## src/rtl/tick_timer_pkg.sv

```systemverilog
package tick_timer_pkg;

    localparam int unsigned WORD_W   = 32;
    localparam int unsigned FLAG_POS = 16;

    localparam int unsigned OFS_CTRL = 0;
    localparam int unsigned OFS_LOAD = 4;
    localparam int unsigned OFS_CUR  = 8;
    localparam int unsigned OFS_CAL  = 12;

    // bit 2 = tick source, bit 1 = interrupt enable, bit 0 = run
    typedef struct packed {
        logic src_core;
        logic irq_en;
        logic run;
    } ctrl_t;

    typedef enum logic [1:0] {
        SEL_CTRL = 2'd0,
        SEL_LOAD = 2'd1,
        SEL_CUR  = 2'd2,
        SEL_CAL  = 2'd3
    } reg_sel_e;

endpackage

```

## src/rtl/tick_bus_decode.sv

```systemverilog
module tick_bus_decode
    import tick_timer_pkg::*;
#(
    parameter int unsigned ADDR_W = 8
) (
    input  logic              sel_i,
    input  logic              wr_i,
    input  logic              user_i,
    input  logic [ADDR_W-1:0] addr_i,
    output logic              err_o,
    output logic              hit_o,
    output reg_sel_e          reg_o,
    output logic              rd_ctrl_o,
    output logic              wr_ctrl_o,
    output logic              wr_load_o,
    output logic              wr_cur_o
);

    logic granted;

    always_comb begin
        reg_o = SEL_CTRL;
        hit_o = 1'b0;
        if (addr_i == ADDR_W'(OFS_CTRL)) begin
            reg_o = SEL_CTRL;
            hit_o = 1'b1;
        end else if (addr_i == ADDR_W'(OFS_LOAD)) begin
            reg_o = SEL_LOAD;
            hit_o = 1'b1;
        end else if (addr_i == ADDR_W'(OFS_CUR)) begin
            reg_o = SEL_CUR;
            hit_o = 1'b1;
        end else if (addr_i == ADDR_W'(OFS_CAL)) begin
            reg_o = SEL_CAL;
            hit_o = 1'b1;
        end
    end

    always_comb begin
        granted   = sel_i && !user_i && hit_o;
        err_o     = sel_i && user_i;
        rd_ctrl_o = granted && !wr_i && (reg_o == SEL_CTRL);
        wr_ctrl_o = granted && wr_i && (reg_o == SEL_CTRL);
        wr_load_o = granted && wr_i && (reg_o == SEL_LOAD);
        wr_cur_o  = granted && wr_i && (reg_o == SEL_CUR);
    end

endmodule

```

## src/rtl/tick_counter.sv

```systemverilog
module tick_counter #(
    parameter int unsigned CNT_W = 24
) (
    input  logic             clk,
    input  logic             rst_n,
    input  logic             run_i,
    input  logic             src_core_i,
    input  logic             ref_tick_i,
    input  logic             load_we_i,
    input  logic [CNT_W-1:0] load_wdata_i,
    input  logic             cur_clr_i,
    output logic [CNT_W-1:0] count_o,
    output logic [CNT_W-1:0] reload_o,
    output logic             expire_o
);

    typedef struct packed {
        logic [CNT_W-1:0] count;
        logic [CNT_W-1:0] reload;
    } cnt_state_t;

    cnt_state_t st_d, st_q;
    logic       step;

    always_comb begin
        st_d     = st_q;
        step     = run_i && (src_core_i || ref_tick_i);
        expire_o = 1'b0;
        if (load_we_i) begin
            st_d.reload = load_wdata_i;
        end
        if (cur_clr_i) begin
            st_d.count = '0;
        end else if (step) begin
            if (st_q.count == '0) begin
                st_d.count = st_q.reload;
            end else begin
                st_d.count = st_q.count - CNT_W'(1);
                expire_o   = (st_q.count == CNT_W'(1));
            end
        end
    end

    always_ff @(posedge clk or negedge rst_n) begin
        if (!rst_n) begin
            st_q <= '0;
        end else begin
            st_q <= st_d;
        end
    end

    assign count_o  = st_q.count;
    assign reload_o = st_q.reload;

    // disabled counter holds its value
    p_hold_when_off_r11: assert property (@(posedge clk) disable iff (!rst_n)
        (!run_i && !cur_clr_i) |=> (count_o == $past(count_o)));

    // a tick on a nonzero count decrements by one
    p_decrement_r5: assert property (@(posedge clk) disable iff (!rst_n)
        (run_i && src_core_i && !cur_clr_i && count_o != '0) |=> (count_o == $past(count_o) - CNT_W'(1)));

    // current-value write leaves the counter at zero
    p_clear_r8: assert property (@(posedge clk) disable iff (!rst_n)
        cur_clr_i |=> (count_o == '0));

    // a zero reload keeps a zero count at zero
    p_zero_reload_r9: assert property (@(posedge clk) disable iff (!rst_n)
        (count_o == '0 && reload_o == '0 && !load_we_i) |=> (count_o == '0));

endmodule

```

## src/rtl/tick_ctrl_status.sv

```systemverilog
module tick_ctrl_status
    import tick_timer_pkg::*;
(
    input  logic  clk,
    input  logic  rst_n,
    input  logic  ctrl_we_i,
    input  ctrl_t ctrl_wdata_i,
    input  logic  ctrl_rd_i,
    input  logic  cur_clr_i,
    input  logic  expire_i,
    output ctrl_t ctrl_o,
    output logic  flag_o,
    output logic  irq_o
);

    typedef struct packed {
        ctrl_t ctrl;
        logic  flag;
        logic  irq;
    } cs_state_t;

    cs_state_t cs_d, cs_q;

    always_comb begin
        cs_d = cs_q;
        if (ctrl_we_i) begin
            cs_d.ctrl = ctrl_wdata_i;
        end
        if (ctrl_rd_i || cur_clr_i) begin
            cs_d.flag = 1'b0;
        end
        if (expire_i) begin
            cs_d.flag = 1'b1;
        end
        cs_d.irq = expire_i && cs_q.ctrl.irq_en;
    end

    always_ff @(posedge clk or negedge rst_n) begin
        if (!rst_n) begin
            cs_q <= '0;
        end else begin
            cs_q <= cs_d;
        end
    end

    assign ctrl_o = cs_q.ctrl;
    assign flag_o = cs_q.flag;
    assign irq_o  = cs_q.irq;

    // interrupt lasts a single cycle
    p_irq_single_r6: assert property (@(posedge clk) disable iff (!rst_n)
        irq_o |=> !irq_o);

    // an interrupt always comes with the wrap flag
    p_irq_with_flag_r6: assert property (@(posedge clk) disable iff (!rst_n)
        irq_o |-> flag_o);

    // a read without a concurrent wrap clears the flag
    p_read_clears_r7: assert property (@(posedge clk) disable iff (!rst_n)
        (ctrl_rd_i && !expire_i) |=> !flag_o);

    // a wrap is never lost to a concurrent read
    p_wrap_sets_r7: assert property (@(posedge clk) disable iff (!rst_n)
        expire_i |=> flag_o);

endmodule

```

## src/rtl/tick_timer.sv

```systemverilog
module tick_timer
    import tick_timer_pkg::*;
#(
    parameter int unsigned ADDR_W    = 8,
    parameter int unsigned CNT_W     = 24,
    parameter int unsigned CAL_VALUE = 10000
) (
    input  logic              clk,
    input  logic              rst_n,
    input  logic              bus_sel,
    input  logic              bus_wr,
    input  logic              bus_user,
    input  logic [ADDR_W-1:0] bus_addr,
    input  logic [31:0]       bus_wdata,
    output logic [31:0]       bus_rdata,
    output logic              bus_err,
    input  logic              ref_tick,
    output logic              irq
);

    reg_sel_e         reg_sel;
    logic             hit;
    logic             rd_ctrl, wr_ctrl, wr_load, wr_cur;
    logic [CNT_W-1:0] count, reload;
    logic             expire, flag;
    ctrl_t            ctrl;
    logic             wdata_unused;

    assign wdata_unused = ^bus_wdata;

    tick_bus_decode #(.ADDR_W(ADDR_W)) u_decode (
        .sel_i     (bus_sel),
        .wr_i      (bus_wr),
        .user_i    (bus_user),
        .addr_i    (bus_addr),
        .err_o     (bus_err),
        .hit_o     (hit),
        .reg_o     (reg_sel),
        .rd_ctrl_o (rd_ctrl),
        .wr_ctrl_o (wr_ctrl),
        .wr_load_o (wr_load),
        .wr_cur_o  (wr_cur)
    );

    tick_counter #(.CNT_W(CNT_W)) u_counter (
        .clk          (clk),
        .rst_n        (rst_n),
        .run_i        (ctrl.run),
        .src_core_i   (ctrl.src_core),
        .ref_tick_i   (ref_tick),
        .load_we_i    (wr_load),
        .load_wdata_i (bus_wdata[CNT_W-1:0]),
        .cur_clr_i    (wr_cur),
        .count_o      (count),
        .reload_o     (reload),
        .expire_o     (expire)
    );

    tick_ctrl_status u_ctrl (
        .clk          (clk),
        .rst_n        (rst_n),
        .ctrl_we_i    (wr_ctrl),
        .ctrl_wdata_i (ctrl_t'(bus_wdata[2:0])),
        .ctrl_rd_i    (rd_ctrl),
        .cur_clr_i    (wr_cur),
        .expire_i     (expire),
        .ctrl_o       (ctrl),
        .flag_o       (flag),
        .irq_o        (irq)
    );

    always_comb begin
        bus_rdata = '0;
        if (bus_sel && !bus_wr && !bus_user && hit) begin
            unique case (reg_sel)
                SEL_CTRL: begin
                    bus_rdata[2:0]      = ctrl;
                    bus_rdata[FLAG_POS] = flag;
                end
                SEL_LOAD: bus_rdata[CNT_W-1:0] = reload;
                SEL_CUR:  bus_rdata[CNT_W-1:0] = count;
                SEL_CAL:  bus_rdata = WORD_W'(CAL_VALUE);
                default:  bus_rdata = '0;
            endcase
        end
    end

    // refused accesses leave control and reload untouched
    p_user_no_change_r10: assert property (@(posedge clk) disable iff (!rst_n)
        (bus_sel && bus_user) |=> ($stable(reload) && $stable(ctrl)));

    // refused reads return zero data
    p_user_zero_data_r10: assert property (@(posedge clk) disable iff (!rst_n)
        bus_err |-> (bus_rdata == '0));

endmodule

```

## config.mk

```make
export PLATFORM = sky130hd
export DESIGN_NAME = tick_timer
export DESIGN_NICKNAME = d
export VERILOG_FILES = /design/src/rtl/tick_timer_pkg.sv /design/src/rtl/tick_bus_decode.sv /design/src/rtl/tick_counter.sv /design/src/rtl/tick_ctrl_status.sv /design/src/rtl/tick_timer.sv
export SDC_FILE = /design/constraint.sdc
export NUM_CORES = 1
export LEC_CHECK = 0
export CAP_MARGIN = 20
export CORE_ASPECT_RATIO = 1.1
export CORE_MARGIN = 2
export CORE_UTILIZATION = 42
export DETAILED_ROUTE_END_ITERATION = 6
export GPL_ROUTABILITY_DRIVEN = 0
export PLACE_DENSITY = 0.75
export SLEW_MARGIN = 20
export SYNTH_ARGS = -nofsm -noshare
export SYNTH_HDL_FRONTEND = slang
export SYNTH_SLANG_ARGS = --single-unit
```

## constraint.sdc

```tcl
create_clock -name clk -period 3.4 [get_ports clk]
set_input_delay 0.51 -clock clk [delete_from_list [all_inputs] [get_ports clk]]
set_output_delay 0.51 -clock clk [all_outputs]
set_load 0.01 [all_outputs]
```

## Word-level counts from Yosys, hierarchy flattened

Cells that the tools add are included.

- Reduce and logical (&&, ||, !) cells: 23
- Add/sub/neg operators: 1
- Equality and inequality tests: 7
- Mux-type cells: 21

Operators with widths:

| cell | count |
|---|---|
| $mux 24 | 4 |
| $pmux 13 s3 | 1 |
| $eq 24x1->1 const B | 1 |
| $logic_not 24->1 | 1 |
| $sub 24x1->24 const B | 1 |
| $eq 8x4->1 const B | 2 |
| $logic_and 1x1->1 | 14 |
| $pmux 7 s2 | 1 |
| $pmux 3 s4 | 1 |
| $mux 1 | 9 |
| $eq 8x3->1 const B | 1 |
| $logic_not 8->1 | 1 |
| $mux 2 | 4 |
| $eq 2x2->1 const B | 2 |
| $pmux 1 s4 | 1 |
| $reduce_bool 2->1 | 2 |
| $eq 2x1->1 const B | 1 |
| $logic_not 1->1 | 2 |
| $logic_not 2->1 | 1 |
| $logic_or 1x1->1 | 2 |

- Output and inout port bits: 34
- Bits of input ports: 46
- Bits in registers: 53
- Word-level logic and storage cells: 59

## Depth between registers and ports, before layout

- Word-level depth: 11
- Mapped depth: 12
- Gate-level depth less buffers: 10

## Modules after synthesis

A second synthesis with hierarchy kept.

- Cells, all modules: 366
- Area total of the unflattened synthesis: 3621.0 um^2

By module, submodules not included:

| module | times used | seq. area each (um^2) | area each (um^2) | cells an instance |
|---|---|---|---|---|
| tick_counter | 1 | 1201.2 | 2633.8 | 261 |
| tick_timer | 1 | 0.0 | 671.9 | 77 |
| tick_ctrl_status | 1 | 125.1 | 176.4 | 11 |
| tick_bus_decode | 1 | 0.0 | 138.9 | 17 |

## Worst setup path after synthesis

Ideal clock, no wire load.

- Kind: in2out
- Start: input bus_addr[1]
- End: output bus_rdata[10]
- Slack: 0.296 ns
- Buffers on the path: 2
- Stages: 9
- Required time: 2.890 ns
- Data arrival time: 2.594 ns
- Path through: nor4_2 nor3b_1 and2_1 inv_1 ha_1 clkbuf_1 or3_1 clkbuf_1 nor2_1

- Longest elaborated chain between the ends: 8
- Elaborated cells on any way between the ends: 18
- Classes of those cells: eq/ne: 6; mux: 10; reduce/logical: 2

RTL lines:

| what | RTL line | RTL |
|---|---|---|
| from (decl) | tick_timer.sv:13 | `input logic [ADDR_W-1:0] bus_addr,` |
| $eq 8x4->1 | tick_bus_decode.sv:33 | `end else if (addr_i == ADDR_W'(OFS_CAL)) begin` |
| $mux 2 | tick_bus_decode.sv:33 |  |
| $mux 2 | tick_bus_decode.sv:30 | `end else if (addr_i == ADDR_W'(OFS_CUR)) begin` |
| $mux 2 | tick_bus_decode.sv:27 | `end else if (addr_i == ADDR_W'(OFS_LOAD)) begin` |
| $mux 2 | tick_bus_decode.sv:24 | `if (addr_i == ADDR_W'(OFS_CTRL)) begin` |
| $eq 2x2->1 / $eq 2x1->1 (equally long branches) | tick_timer.sv:75 | `unique case (reg_sel)` |
| $pmux 13 s3 | tick_timer.sv:75 |  |
| $mux 24 (*) | tick_timer.sv:74 | `if (bus_sel && !bus_wr && !bus_user && hit) begin` |
| to (decl) | tick_timer.sv:15 | `output logic [31:0] bus_rdata,` |

Mark *: on every way between the ends. The rest lies on a longest branch, timed or not.

## Final worst setup path

- Start: input bus_addr[1]
- End: output bus_rdata[2]

- Longest elaborated chain between the ends: 8
- Elaborated cells on any way between the ends: 19
- Classes of those cells: eq/ne: 6; mux: 10; reduce/logical: 3

RTL lines:

| what | RTL line |
|---|---|
| $eq 8x4->1 | tick_bus_decode.sv:33 |
| $mux 2 | tick_bus_decode.sv:33 |
| $mux 2 | tick_bus_decode.sv:30 |
| $mux 2 | tick_bus_decode.sv:27 |
| $mux 2 | tick_bus_decode.sv:24 |
| $eq 2x2->1 (tied with other cells) | tick_timer.sv:75 |
| $pmux 3 s4 | tick_timer.sv:75 |
| $mux 24 (*) | tick_timer.sv:74 |

Marked as above.

==> results.toml <==
[outcome]
status = "complete, no violations"

[setup_path]
arrival_ps = 2660
required_ps = 2890
worstSetupStartpointType = "input pin"
max_stage_delay_ps = 320
crit_path_max_fanout = 6
reg2reg_depth = 7
path_cells = "dlymetal6s2s_1, nor4_4, nor3b_4, and2_4, inv_1, buf_4, ha_2, buf_6, a22oi_1, nor2_1, a21oi_1, nor2_1, dlygate4sd2_1"
setup.worst_path.class = "in2out"
endpoint_kind = "output port"
slowest_stage = "nor4_4"
crit_path_frequent_cell = "nor2_1"

[sta]
relSlewSlack_pct = 63.31
fmax_mhz = 315.2
fin_skew_ps = 8.405
tightest_slew_ps = 545.3
whs_ps = 182.9
rsz0062_at_grt = "no"
finalMaxSlewViolations = 0
setup_ws_ps = 227.7
hold_viol_final = 0
finalCriticalPeriod_ps = 3172
setup_violations = 0
fin_crit_sh_pct = 93.30

[detailed_routing]
vias_per_cell = 5.659
dr.pass1.iters = 4
wl_um = 8584
postRouteAntennaNets = 0
vias = 3090
initialDrtViolationCount = 229
post-route-drc-count = 0
wl_per_cell_um = 15.72

[pwr]
combPwrFrac_pct = 39.5
ir_drop_mv = 0.2510
seqPwrFrac_pct = 39.3
p_int_w = 0.001220
swShare_pct = 38.67
clkPwrFrac_pct = 21.2
power_density_nw_per_um2 = 453.0
p_leak_nw = 2.029
total_power_w = 0.001989
p_switching_w = 0.0007694

[yosys]
synth_edf_count = 0
ys.flop_type = "dfrtp_1"
ys_types = 51
synthCells = 352
synth_area_per_cell_um2 = 9.320
netlist_area_um2 = 3281
synthArstFlopShare_pct = 100.0
yosysSeqAreaShare_pct = 40.43
ys.warnings.count = 0
ys_seq_elements = 53

[global_routing]
grt_max_degree = 44
grt_util_all_layers_pct = 20.81
antenna_found_initial = 0
grt_pass1_vias = 3028
gr-total-overflow = 0
grt_pass1_wl_um = 14550

[placed_design]
port_buffers = 63
hpwl_um = 6171
place_ws_ps = -450.8

[layout]
final_common_cell = "dfrtp_1"
antennaDiodeCount = 0
drive_gt1_share_pct = 22.22
area_delta_synth_final_pct = 33.87
final_util_pct = 58.44
layout_common_cells = "dfrtp_1, buf_4, nor2_1"
layout.nets = 495

[clock_network]
root_buffer = "clkbuf_8"
cts.reportedPaths.clkPinSlew_ps = 90
cts_tree = "done"
numCtsBuffers = 5
clockBufferDepth = 2
h-tree-depth = 2
cts.sinks = 53
clock_latency_ps = 320

[run]
max-cap-violations = 0

[floorplanning]
rows = 33
die_w_um = 88.27
start_util_pct = 43.66
coreArea_um2 = 7515
dieArea_um2 = 8535
top_level_ports = 80
die_h_um = 96.70

[worst_hold_path]
hold_class = "in2async"
-- state kept, by name, summed over array words and instances (netlist names) --
register            flops
u_ctrl.ctrl_o           3
u_ctrl.irq_o            1
u_ctrl.flag_o           1
u_counter.count_o      24
u_counter.reload_o     24
-- layout make-up --
cell class,count,area [µm²]
well taps,105,131.4
inverters,8,30.03
multi-input cells,267,1833
clock inverters,2,35.03
fillers,665,3123
repair buffers,106,967.2
flip-flops and latches,53,1326
clock buffers,5,68.82
-- kinds of logic after synthesis --
family          after synthesis  synth area share, %
compound gates               99                19.53
xor+xnor                      1               0.2670
fa+ha+maj                     8                3.051
buf+inv                      39                5.988
flops                        53                40.43
mux                          28                9.573
other cells                   1               0.1143
simple gates                123                21.05
-- worst max-delay path, delay by kind of cell --
family,cells,cell delay [ps]
compound gates,2,290
simple gates,5,910
buf+inv,5,750
fa+ha+maj,1,200
-- synthesized netlist by cell type (all sizes together) (2+ instances only) --
library cell	count	area share, %
nand2	16	1.8
nor4	13	3.5
nor2	38	4.7
or3	5	1.3
or2	3	0.57
o311ai	6	1.6
o2bb2ai	5	1.3
nand4	6	1.1
inv	8	0.92
o41ai	2	0.53
nand3	9	1.5
a21oi	24	3.7
mux2	27	9.3
and3	3	0.57
o22ai	4	0.76
a32oi	2	0.53
a221oi	6	1.6
o21ai	26	4.0
or4	3	0.69
ha	8	3.1
nor3	12	1.8
and2	6	1.1
a22oi	18	4.1
nor3b	4	0.92
o211ai	2	0.46
dfrtp	53	40
buf	17	3.5
clkbuf	14	1.6
-- per-stage QoR --
step                area (µm²)  TNS (ps)  instances
finish                    4392         0        546
global route              4392         0        546
CTS                       4328     -1746        544
detailed placement        4140    -10060        525
global placement          4140     -8917        525
floorplan                 3307         0        359
-- path summary, 6_finish.rpt --
kind / from / end / slack [ps]
max: bus_addr[1] / bus_rdata[2] / 230
min reg2reg: u_ctrl.ctrl_o[1]$_DFFE_PN0P_ / u_ctrl.ctrl_o[1]$_DFFE_PN0P_ / 510
min in group clk: u_ctrl.ctrl_o[1]$_DFFE_PN0P_ / u_ctrl.ctrl_o[1]$_DFFE_PN0P_ / 510
max in group asynchronous: rst_n / u_counter.count_o[23]$_DFFE_PN0P_ / 2650
max reg2reg: u_counter.count_o[0]$_DFFE_PN0P_ / u_counter.count_o[18]$_DFFE_PN0P_ / 1130
min: rst_n / u_counter.reload_o[17]$_DFFE_PN0P_ / 180
-- power by group through the flow --
| stage | Clock [W] | Combinational (W) | Sequential, W |
|---|---|---|---|
| 2_1_floorplan | 0 | 0.000617 | 0.000756 |
| 3_3_place_gp | 0 | 0.000755 | 0.000788 |
| 3_5_place_dp | 0 | 0.000770 | 0.000792 |
| 6_report | 0.000422 | 0.000785 | 0.000782 |
| 5_1_grt | 0.000449 | 0.000886 | 0.000797 |
| 4_1_cts | 0.000427 | 0.000778 | 0.000780 |
-- layer usage --
layer | part of all wire (%) | vias up | global-route usage [%] | wire length, µm
li1 | - | 1478 | - | -
met1 | 42 | 1502 | 26.87 | 3582
met2 | 51 | 98 | 35.92 | 4364
met3 | 5.8 | 12 | 3.242 | 497
met4 | 1.6 | 0 | 5.245 | 140
met5 | 0 | - | 0 | 0
-- repair_timing --
action / CTS / global route
resized for setup: 27 / 12
pin swaps: 1 / 2
setup endpoints to repair: 24 / 24
setup buffers: 12 / 2
hold buffers: 0 / 0
Power figures use the tool's default switching activity.
